## config.mk

```make
export PLATFORM = sky130hd
export DESIGN_NAME = ir_pulse_qualifier
export DESIGN_NICKNAME = d
export VERILOG_FILES = /design/src/rtl/irq_pkg.sv /design/src/rtl/irq_sync.sv /design/src/rtl/irq_width_meas.sv /design/src/rtl/irq_stretch.sv /design/src/rtl/irq_blank.sv /design/src/rtl/ir_pulse_qualifier.sv
export SDC_FILE = /design/constraint.sdc
export NUM_CORES = 1
export LEC_CHECK = 0
export BUFFER_PORTS_ARGS = -buffer_cell sky130_fd_sc_hd__buf_4
export CAP_MARGIN = 10
export CORE_AREA = 3 3 142 144
export CTS_CLUSTER_SIZE = 30
export DETAILED_ROUTE_END_ITERATION = 16
export DIE_AREA = 0 0 145 147
export SETUP_SLACK_MARGIN = 0.1
export SLEW_MARGIN = 20
export SYNTH_ARGS = -nofsm -noshare
export SYNTH_HDL_FRONTEND = slang
export SYNTH_HIERARCHICAL = 1
export SYNTH_SLANG_ARGS = --single-unit
```

## constraint.sdc

```tcl
create_clock -name clk -period 5.6 [get_ports clk]
set_input_delay 0.56 -clock clk [delete_from_list [all_inputs] [get_ports clk]]
set_output_delay 0.56 -clock clk [all_outputs]
set_load 0.01 [all_outputs]
```

## src/rtl/irq_pkg.sv

```systemverilog
package irq_pkg;
  typedef enum logic {
    WIN_FIXED = 1'b0,
    WIN_PROP  = 1'b1
  } win_mode_e;

  typedef struct packed {
    win_mode_e mode;
    logic      thin;
    logic      wide;
    logic      blank;
  } irq_cfg_t;

  localparam irq_cfg_t CFG_RESET = '{mode: WIN_FIXED, thin: 1'b0, wide: 1'b1, blank: 1'b0};
endpackage

```

## src/rtl/irq_sync.sv

```systemverilog
module irq_sync #(
  parameter int STAGES = 2
) (
  input  logic clk,
  input  logic rst_n,
  input  logic d_async,
  output logic q_sync
);
  logic [STAGES-1:0] chain;

  genvar g;
  generate
    for (g = 0; g < STAGES; g++) begin : g_stage
      if (g == 0) begin : g_first
        always_ff @(posedge clk or negedge rst_n) begin
          if (!rst_n) chain[0] <= 1'b0;
          else        chain[0] <= d_async;
        end
      end else begin : g_next
        always_ff @(posedge clk or negedge rst_n) begin
          if (!rst_n) chain[g] <= 1'b0;
          else        chain[g] <= chain[g-1];
        end
      end
    end
  endgenerate

  assign q_sync = chain[STAGES-1];
endmodule

```

## src/rtl/irq_width_meas.sv

```systemverilog
module irq_width_meas
  import irq_pkg::*;
#(
  parameter int TICKS_PER_US = 16,
  parameter int DIV_W        = 16
) (
  input  logic             clk,
  input  logic             rst_n,
  input  logic             lvl,
  input  irq_cfg_t         cfg,
  input  logic [DIV_W-1:0] bit_ticks,
  output logic             accept
);
  localparam int PW       = DIV_W + 4;
  localparam int MIN_STD  = TICKS_PER_US;
  localparam int MIN_THIN = TICKS_PER_US / 2;
  localparam int FIX_MAX  = (5 * TICKS_PER_US) / 2;
  localparam logic [DIV_W-1:0] SAT = {DIV_W{1'b1}};

  logic             lvl_d;
  logic [DIV_W-1:0] wcnt;
  logic             pulse_end;
  logic [PW-1:0]    frac3, frac9;
  logic [PW-1:0]    min_lim, max_lim;
  logic             in_window;

  always_ff @(posedge clk or negedge rst_n) begin
    if (!rst_n) begin
      lvl_d <= 1'b0;
      wcnt  <= '0;
    end else begin
      lvl_d <= lvl;
      if (lvl) begin
        if (!lvl_d)          wcnt <= DIV_W'(1);
        else if (wcnt != SAT) wcnt <= wcnt + 1'b1;
      end
    end
  end

  assign pulse_end = lvl_d & ~lvl;

  always_comb begin
    frac3   = (PW'(bit_ticks) * PW'(3)) >> 4;
    frac9   = (PW'(bit_ticks) * PW'(9)) >> 4;
    min_lim = cfg.thin ? PW'(MIN_THIN) : PW'(MIN_STD);
    if (cfg.mode == WIN_PROP) max_lim = frac3;
    else if (cfg.wide)        max_lim = frac9;
    else                      max_lim = PW'(FIX_MAX);
    in_window = (PW'(wcnt) >= min_lim) && (PW'(wcnt) <= max_lim);
  end

  always_ff @(posedge clk or negedge rst_n) begin
    if (!rst_n) accept <= 1'b0;
    else        accept <= pulse_end & in_window;
  end


  thin_floor_chk: assert property (@(posedge clk) disable iff (!rst_n)
    accept |-> ($past(wcnt) >= DIV_W'(MIN_THIN)));


  std_floor_chk: assert property (@(posedge clk) disable iff (!rst_n)
    (accept && !$past(cfg.thin)) |-> ($past(wcnt) >= DIV_W'(MIN_STD)));


  end_only_chk: assert property (@(posedge clk) disable iff (!rst_n)
    accept |-> ($past(lvl_d) && !$past(lvl)));
endmodule

```

## src/rtl/irq_stretch.sv

```systemverilog
module irq_stretch #(
  parameter int DIV_W = 16
) (
  input  logic             clk,
  input  logic             rst_n,
  input  logic             accept,
  input  logic [DIV_W-1:0] bit_ticks,
  output logic             low
);
  logic [DIV_W-1:0] remain;

  always_ff @(posedge clk or negedge rst_n) begin
    if (!rst_n)              remain <= '0;
    else if (accept)         remain <= bit_ticks;
    else if (remain != '0)   remain <= remain - 1'b1;
  end

  assign low = (remain != '0);


  start_cause_chk: assert property (@(posedge clk) disable iff (!rst_n)
    $rose(low) |-> $past(accept));
endmodule

```

## src/rtl/irq_blank.sv

```systemverilog
module irq_blank #(
  parameter int GUARD = 128
) (
  input  logic clk,
  input  logic rst_n,
  input  logic en,
  input  logic led_on,
  output logic blank
);
  localparam int GW = $clog2(GUARD + 1);

  logic [GW-1:0] guard;

  always_ff @(posedge clk or negedge rst_n) begin
    if (!rst_n)            guard <= '0;
    else if (led_on)       guard <= GW'(GUARD);
    else if (guard != '0)  guard <= guard - 1'b1;
  end

  assign blank = en & (led_on | (guard != '0));


  guard_hold_chk: assert property (@(posedge clk) disable iff (!rst_n)
    (en && $past(led_on) && !led_on) |-> blank);
endmodule

```

## src/rtl/ir_pulse_qualifier.sv

```systemverilog
module ir_pulse_qualifier
  import irq_pkg::*;
#(
  parameter int TICKS_PER_US = 16,
  parameter int DIV_W        = 16,
  parameter int GUARD_US     = 8,
  parameter int SYNC_STAGES  = 2
) (
  input  logic             clk,
  input  logic             rst_n,
  input  logic             ir_in,
  input  logic             led_on,
  input  logic [DIV_W-1:0] bit_ticks,
  input  logic             cfg_we,
  input  logic             cfg_mode,
  input  logic             cfg_thin,
  input  logic             cfg_wide,
  input  logic             cfg_blank,
  output logic             rxd
);
  localparam int GUARD = GUARD_US * TICKS_PER_US;

  irq_cfg_t cfg_q;
  logic     ir_sync;
  logic     accept;
  logic     low;
  logic     blank;

  always_ff @(posedge clk or negedge rst_n) begin
    if (!rst_n) cfg_q <= CFG_RESET;
    else if (cfg_we) begin
      cfg_q.mode  <= win_mode_e'(cfg_mode);
      cfg_q.thin  <= cfg_thin;
      cfg_q.wide  <= cfg_wide;
      cfg_q.blank <= cfg_blank;
    end
  end

  irq_sync #(.STAGES(SYNC_STAGES)) u_sync (
    .clk(clk), .rst_n(rst_n), .d_async(ir_in), .q_sync(ir_sync)
  );

  irq_width_meas #(.TICKS_PER_US(TICKS_PER_US), .DIV_W(DIV_W)) u_meas (
    .clk(clk), .rst_n(rst_n), .lvl(ir_sync), .cfg(cfg_q),
    .bit_ticks(bit_ticks), .accept(accept)
  );

  irq_stretch #(.DIV_W(DIV_W)) u_stretch (
    .clk(clk), .rst_n(rst_n), .accept(accept), .bit_ticks(bit_ticks), .low(low)
  );

  irq_blank #(.GUARD(GUARD)) u_blank (
    .clk(clk), .rst_n(rst_n), .en(cfg_q.blank), .led_on(led_on), .blank(blank)
  );

  assign rxd = blank | ~low;


  accept_drives_low_chk: assert property (@(posedge clk) disable iff (!rst_n)
    (accept && bit_ticks != '0) |=> (!rxd || blank));


  no_blank_pass_chk: assert property (@(posedge clk) disable iff (!rst_n)
    (!cfg_q.blank && low) |-> !rxd);
endmodule

```

# Word level (Yosys, flattened, before mapping)
# Cells that the tools add are included.
dict set report classes {
  add_sub_neg 3
  multipliers 2
  n_lt_le_gt_ge 2
  n_eq_ne 2
  n_mux 9
  bitwise_logic 7
  n_reduce_logical 6
}
# operator count
set ops {}
lappend ops {{16-bit two-way mux} 5}
lappend ops {{16-bit by 20-bit greater-or-equal comparator with 1-bit output} 1}
lappend ops {{16-bit by 20-bit less-or-equal comparator with 1-bit output} 1}
lappend ops {{16-bit by 4-bit multiplier with 20-bit output (second input constant)} 1}
lappend ops {{20-bit two-way mux} 1}
lappend ops {{16-bit by 2-bit multiplier with 18-bit output (second input constant)} 1}
lappend ops {{16-bit by 1-bit adder with 16-bit output (second input constant)} 1}
lappend ops {{8-bit two-way mux} 2}
lappend ops {{16-bit != test (second input constant)} 1}
lappend ops {{16-bit nonzero test} 1}
lappend ops {{16-bit by 1-bit subtractor with 16-bit output (second input constant)} 1}
lappend ops {{8-bit nonzero test} 1}
lappend ops {{8-bit by 1-bit subtractor with 8-bit output (second input constant)} 1}
lappend ops {{5-bit two-way mux} 1}
lappend ops {{2-bit nonzero test} 2}
lappend ops {{1-bit bitwise AND} 3}
lappend ops {{2-bit != test (second input constant)} 1}
lappend ops {{1-bit NOT} 2}
lappend ops {{1-bit bitwise OR} 2}
lappend ops {{2-bit AND reduction} 1}
lappend ops {{1-bit logical AND} 1}
dict set report totals {
  register_bits 48
  input_bits 25
  out_inout_bits 1
  elab_cells 42
}

# Longest topological paths before layout
# Gate-level depths: netlist (run 1).
dict set report logic_depth {
  ltp_word 6
  mapped_depth 17
  depth_no_buf 17
}

# Modules after synthesis
# Netlist (run 1), hierarchy kept.
# module instances cells_per_inst area_per_inst_um2 seq_area_each_um2
set modules_own_cells {}
lappend modules_own_cells {irq_width_meas 1 362 3024.2 450.4}
lappend modules_own_cells {irq_stretch 1 105 1007.2 400.4}
lappend modules_own_cells {irq_blank 1 47 460.4 200.2}
lappend modules_own_cells {ir_pulse_qualifier 1 9 152.6 101.3}
lappend modules_own_cells {irq_sync 1 2 50.0 50.0}

# Worst setup path before layout (run 1)
# OpenSTA, ideal clock, no wires.
dict set report synth_timing {
  path_kind {input to register}
  startpoint {input port bit_ticks[1]}
  endpoint {register u_meas.accept}
  setup_time_ns 0.125
  arrival_time_ns 3.570
  required_time_ns 5.475
  slack_ns 1.905
  path_stages 15
  path_buffers 0
  cell_sequence {ha_1 ha_1 inv_1 fa_1 and2b_1 o2111a_2 nor3_2 o31a_1 o32ai_2 mux2i_1 ha_1 a21o_1 a21oi_1 o211ai_1 a2111oi_0}
}
dict set report synth_via {
  elab_chain_cells 6
  word_cells_on_any_way 7
  classes_between {mul (2); order compare (1); mux (2); bitwise (1); reduce/logical (1)}
}
# element line_no
set synth_lines {}
lappend synth_lines {{from (decl)} ir_pulse_qualifier.sv:13} ;# input logic [DIV_W-1:0] bit_ticks,
lappend synth_lines {{16-bit by 4-bit multiplier with 20-bit output} irq_width_meas.sv:44} ;# frac9 = (PW'(bit_ticks) * PW'(9)) >> 4;
lappend synth_lines {{16-bit two-way mux} irq_width_meas.sv:47} ;# else if (cfg.wide) max_lim = frac9;
lappend synth_lines {{20-bit two-way mux *} irq_width_meas.sv:46} ;# if (cfg.mode == WIN_PROP) max_lim = frac3;
lappend synth_lines {{16-bit by 20-bit less-or-equal comparator with 1-bit output *} irq_width_meas.sv:49} ;# in_window = (PW'(wcnt) >= min_lim) && (PW'(wcnt) <= max_lim);
lappend synth_lines {{1-bit logical AND *} irq_width_meas.sv:49}
lappend synth_lines {{1-bit bitwise AND *} irq_width_meas.sv:54} ;# else accept <= pulse_end & in_window;
lappend synth_lines {{to (signal assigned)} irq_width_meas.sv:54}
lappend synth_lines {{to (decl)} irq_width_meas.sv:12} ;# output logic accept
# Mark *: on every way between the ends. The rest lies on a longest branch, timed or not.
# A chain may end at the register's enable or synchronous reset.

# Worst setup path in the final report (run 1)
dict set report layout_timing {
  startpoint {input port bit_ticks[7]}
  endpoint {register u_meas.accept}
}
# Same word-level chain as after synthesis.

==> results.md, run 1 <==
* Dominant cell by count in the synthesized netlist: ha_1
* Largest cells by area after synthesis: dfrtp_1, ha_1, a21oi_1, xnor2_1, nand2_1
* Register area share after synthesis at 25.6%
* Clock root cell: clkbuf_16
* Largest stage delay, worst path at 0.41 ns
* Final count of pins violating max slew at 0
* Die area at 21300 sq um
* Drc violations at 0
* Hold Buf Count CTS at 0
* Flops & latches, synth at 48
* Vias in the first global route at 3991
* WP data required at 5.76 ns
* Static leakage at 2.25 nW
* GR Layer Usage met1 at 15.2%
* PostCTS Resize Cnt at 0
* Clock skew at 0.00923 ns
* CTS Buf Count at 5
* Iter 0 DRT Violations at 155
* Largest net degree at the start of global routing at 49
* Core area at 18800 sq um
* VDD IR max at 0.000128 V
* Post-synthesis net count at 615
* Starting Density at 24.9%
* FFs w/ async S/R, synth at 100%
* Row cnt at 50
* GR Util met2 at 18.5%
* Syn Inst Count at 525
* Slew at the pin closest to its max-slew limit at 0.995 ns
* Worst-Skew Late Latency at 0.29 ns
* Most used flip-flop cell after synthesis: dfrtp_1
* Vias at 3979
* Buf/Inv on CP at 1
* Most crowded layer after global routing: met2
* Synth unique cells at 87
* Fillers at 2036
* Power Dens Cells at 281 nW/um^2
* Multi-input gate area at 3350 sq um
* Met3 Use GR at 1.82%
* Placed cell count at 802
* Die width at 145 microns
* Area Overhead vs Synth at 13.1%
* N_diodes at 0
* Min Hold Slack at 0.283 ns
* Die H at 147 microns
* Yosys warning count at 6
* Final Util at 28.2%
* I/O Pins at 26
* # Max-Cap Violations at 0
* CP cell instances: buf_4 -> ha_1 -> ha_1 -> or2_2 -> o31a_1 -> a311oi_1 -> o31ai_2 -> xnor2_1 -> a211oi_1 -> ha_1 -> a21o_1 -> a21o_1 -> a21oi_1 -> o211ai_1 -> a2111oi_0
* Fin area at 5310 sq um
* Crit Path Max Fanout at 5
* Crit path capture type: flip-flop
* CP Launch Type: primary input
* Final worst slack at 1.81 ns
* Post-synth EDFFs at 0
* Outcome: completed
* Final setup viols at 0
* Final period util at 67.7%
* # Post-CTS Setup Buffers at 0
* Most used cell, CP: ha_1
* Cell Area, Placed at 5170 sq um
* Register area at 1200 sq um
* Layout cells sized above 1 at 13.6%
* GRT overflow at 0
* Final period demand of the worst path at 3.79 ns
* Layout net count at 639
* CTS sink count at 48
* DP Wirelength at 9020 microns
* Final Hold Fails at 0
* Worst Hold Class: primary input to async pin
* Fin cells at 810
* CP delay by family, top: compound AO/OA/AOI/OAI gates
* RePlAce Congestion at 0.843
* Critical path arrival at 3.95 ns
* Fmax at 264 MHz
* ANT nets after route at 0
* Global Route Usage Sum at 11.0%
* Initial antenna violation count at 0
* RSZ-0062 raised after global routing: no
* Syn Std Cell Area at 4690 sq um
* Routed WL at 11800 microns
* Mean area per synthesized cell at 8.94 sq um
* Pwr Total at 1.49 mW
* Top cells by count, synth: ha_1, dfrtp_1, nand2_1
* Global-route wire length before repair at 19800 microns
* Share of the synthesized area in the top cell type at 25.1%
* Drt pass-1 iters at 5
* DP Worst Slack at 1.54 ns
* Htree depth at 2
* DR WL/cell at 14.5 microns
* WS Path Type: primary input to flip-flop
* Number of port buffers at 25
* TritonCTS clock tree: yes
* Clock Path Buffers at 2
* Slew HR at 33.1%
* CTS clk-pin slew, worst paths at 0.07 ns
* Vias/cell at 4.91
* Total negative slack at 0 ns
* CP max-delay cell: a311oi_1
* Top cell type by total area after synthesis: dfrtp_1
## worst register-to-register path, cell delays in order (launching register included)
cell and delay (ns):
dfrtp_1 0.58, nor2b_1 0.78, a22oi_1 0.26, ha_1 0.36
a21o_1 0.18, a21o_1 0.16, a21oi_1 0.13, o21a_1 0.14
o211ai_1 0.08, a2111oi_0 0.38
## cells in the final DEF, fill, tap and decap left out, types with 7 or more instances in the layout
cell type,Yosys,final
o21a_1,7,7
nor3_1,13,13
nand3_1,14,14
dfrtp_1,47,47
a21oi_1,36,36
nand4_1,9,9
nor2b_1,8,8
xnor2_1,18,18
buf_4,0,25
or3_1,9,9
nor2_1,38,38
nand2_1,40,40
xor2_1,16,16
o31ai_1,11,11
a21o_1,11,11
inv_1,26,26
ha_1,64,64
o21ai_0,26,26
## cells by family (layout without fill, tap and decap cells)
group	count (synthesis)	after routing	synth area share [%]
AO/OA/AOI/OAI	152	152	23.8
AND/OR/NAND/NOR	185	185	22.4
flip-flops	48	48	25.6
buffers and inverters	35	60	3.01
XOR/XNOR	34	34	6.34
multiplexers	6	6	1.39
adder cells (fa/ha/maj)	65	65	17.5
## layer usage
metal / share of wire, % / up-vias
li1: - / 2021
met1: 49 / 1887
met2: 47 / 65
met3: 2.7 / 6
met4: 0.71 / 0
met5: 0 / -
## area by class of cell
cell class                 instances  share of cell area [%]
multi-input combinational        442                    63.1
sequential                        48                    22.6
tap                              260                    6.12
timing repair buffer              25                    3.53
clock buffer                       5                    2.36
inverter                          27                    1.91
clock inverter                     3                   0.353
## report_power, final
group / total [mW] / internal [mW] / switching (mW) / leakage, nW
Clock: 0.300 / 0.165 / 0.135 / 0.0736
Combinational: 0.627 / 0.289 / 0.338 / 1.56
Sequential: 0.562 / 0.435 / 0.127 / 0.607
## sequential cells by signal, summed over array words and instances (netlist names)
name,flops
cfg_q,4
u_blank/guard,8
u_meas/accept,1
u_meas/lvl_d,1
u_meas/wcnt,16
u_stretch/remain,16
u_sync/chain,1
u_sync/q_sync,1
## path summary, 6_finish.rpt
check / startpoint / end / slack [ns] / depth (start not counted)
hold / removal: rst_n / u_meas/wcnt[4] / 0.28 / 1
min in group clk: u_sync/chain[0] / u_sync/q_sync / 0.35 / 0
hold reg to reg: u_sync/chain[0] / u_sync/q_sync / 0.35 / 0
setup reg to reg: cfg_q[3] / u_meas/accept / 2.42 / 9
setup / recovery: bit_ticks[7] / u_meas/accept / 1.81 / 15
max in group asynchronous: rst_n / u_stretch/remain[8] / 4.88 / 1
Power figures use the tool's default switching activity.
==> inputs of run 2 (changes only) <==
Clock period 5.6 ns to 3.4 ns, I/O delays scaled along.
==> run 2 against run 1 <==
  * Clock-buffer cell count is the same
  * Clock power grew 91%
  * Via count grew 3.5%
  * Wire length grew 1.0%
  * Worst setup slack lost 1.8 ns
  * Highest routed layer unchanged
==> results.md, run 2 (same netlist as run 1, synthesis figures left out) <==
* Final setup viols at 0
* Crit path capture type: flip-flop
* Clock power frac at 21.5%
* Htree depth at 2
* Vias at 4119
* WS Path Type: primary input to flip-flop
* Final period util at 99.9%
* Worst-Skew Late Latency at 0.29 ns
* Final Hold Fails at 0
* Iter 0 DRT Violations at 119
* Comb power frac at 44.0%
* Vias in the first global route at 4029
* N_diodes at 0
* Total negative slack at 0 ns
* Largest net degree at the start of global routing at 49
* CP Launch Type: primary input
* CTS sink count at 48
* Slew at the pin closest to its max-slew limit at 0.792 ns
* WP data required at 3.57 ns
* Fillers at 1975
* Clock Path Buffers at 2
* Drc violations at 0
* Clock skew at 0.00470 ns
* Static leakage at 2.58 nW
* CTS clk-pin slew, worst paths at 0.07 ns
* Switching share of power at 38.2%
* Outcome: completed
* NetSw at 1.02 mW
* Reg2Reg Depth at 10
* DP Wirelength at 9410 microns
* Worst Hold Class: primary input to async pin
* Row cnt at 50
* Die area at 21300 sq um
* Origin of the critical flop-to-flop path: cfg_q[1]
* I/O Pins at 26
* Layout cells sized above 1 at 24.6%
* Initial antenna violation count at 0
* ANT nets after route at 0
* Number of port buffers at 25
* Slew HR at 47.2%
* VDD IR max at 0.000245 V
* Core area at 18800 sq um
* Die H at 147 microns
* Placed cell count at 863
* Final worst slack at 0.00322 ns
* Layout net count at 702
* DP Worst Slack at -0.395 ns
* Largest regs: u_meas/wcnt (16), u_stretch/remain (16), u_blank/guard (8)
* Most common cell after layout, fill and taps aside: buf_4
* Seq pwr share at 34.5%
* Worst R2R End: u_meas/accept
* Global-route wire length before repair at 19700 microns
* Clock root cell: clkbuf_16
* Min Hold Slack at 0.0719 ns
* # Max-Cap Violations at 0
* Die width at 145 microns
* Fmax at 294 MHz
* Area Overhead vs Synth at 26.1%
* Worst reg-to-reg setup slack at 0.87 ns
* GRT overflow at 0
* CTS Buf Count at 5
* Vias/cell at 4.72
* DR WL/cell at 13.6 microns
* RSZ-0062 raised after global routing: yes
* Final Util at 31.4%
* Global Route Usage Sum at 11.0%
* Starting Density at 24.9%
* Drt pass-1 iters at 4
* RePlAce Congestion at 0.831
* Crit Path Max Fanout at 3
* Critical path arrival at 3.57 ns
* Routed WL at 11900 microns
* Power Dens Cells at 450 nW/um^2
* Commonest non-fill, non-tap cells in the layout: buf_4, ha_1, dfrtp_1, nand2_1, nor2_1
* Hold Buf Count CTS at 0
* Fin cells at 873
* Fin area at 5920 sq um
* Final period demand of the worst path at 3.40 ns
* Pint at 1.65 mW
* TritonCTS clock tree: yes
* Cell Area, Placed at 5640 sq um
* Final count of pins violating max slew at 0
* Pwr Total at 2.67 mW
[run 2: power groups by stage]
| stage | combinational (mW) | sequential (mW) | clock, mW |
|---|---|---|---|
| 6_report | 1.17 | 0.919 | 0.573 |
| 5_1_grt | 1.31 | 0.951 | 0.614 |
| 4_1_cts | 1.17 | 0.921 | 0.595 |
| 3_5_place_dp | 1.15 | 0.931 | 0 |
| 3_3_place_gp | 1.14 | 0.923 | 0 |
| 2_1_floorplan | 0.816 | 0.883 | 0 |
[run 2: per-layer routing]
layer | global-route usage [%] | vias to the layer above | share of wire [%]
li1 | - | 2136 | -
met1 | 15.7 | 1931 | 52
met2 | 18.0 | 41 | 46
met3 | 1.70 | 11 | 1.7
met4 | 2.09 | 0 | 0.86
met5 | 0 | - | 0
[run 2: final cells by class]
cell class | count | area, sq um | share of cell area (%)
Inverter | 27 | 101 | 1.71
Clock inverter | 3 | 42.5 | 0.719
Tap cell | 260 | 325 | 5.49
Multi-Input combinational cell | 442 | 3450 | 58.3
Timing Repair Buffer | 88 | 672 | 11.3
Sequential cell | 48 | 1200 | 20.3
Clock buffer | 5 | 125 | 2.11
[run 2: timing repair]
action	4_1_cts	5_1_grt
gates resized for setup	13	4
setup endpoints to repair	1	1
pin swaps	13	13
setup buffers	2	0
[run 2: critical path, cell delays in order]
cell and delay (ns):
buf_4 0.13, ha_1 0.32, ha_4 0.23, or2_2 0.30
o31a_1 0.13, a311oi_2 0.36, o31ai_2 0.16, xnor2_1 0.16
a211oi_2 0.20, ha_1 0.27, a21o_1 0.18, a21o_1 0.18
a21oi_2 0.11, o211ai_1 0.10, a2111oi_1 0.39
[run 2: worst max-delay path by stage]
stage | from | endpoint | slack (ns) | depth (start not counted)
6_report | bit_ticks[7] | u_meas/accept | 0.003 | 15
5_1_grt | bit_ticks[4] | u_meas/accept | -0.09 | 17
4_1_cts | bit_ticks[4] | u_meas/accept | -0.02 | 17
3_3_place_gp | bit_ticks[2] | u_meas/accept | -0.34 | 15
3_5_place_dp | bit_ticks[4] | u_meas/accept | -0.39 | 17
2_1_floorplan | bit_ticks[1] | u_meas/accept | 0.03 | 15
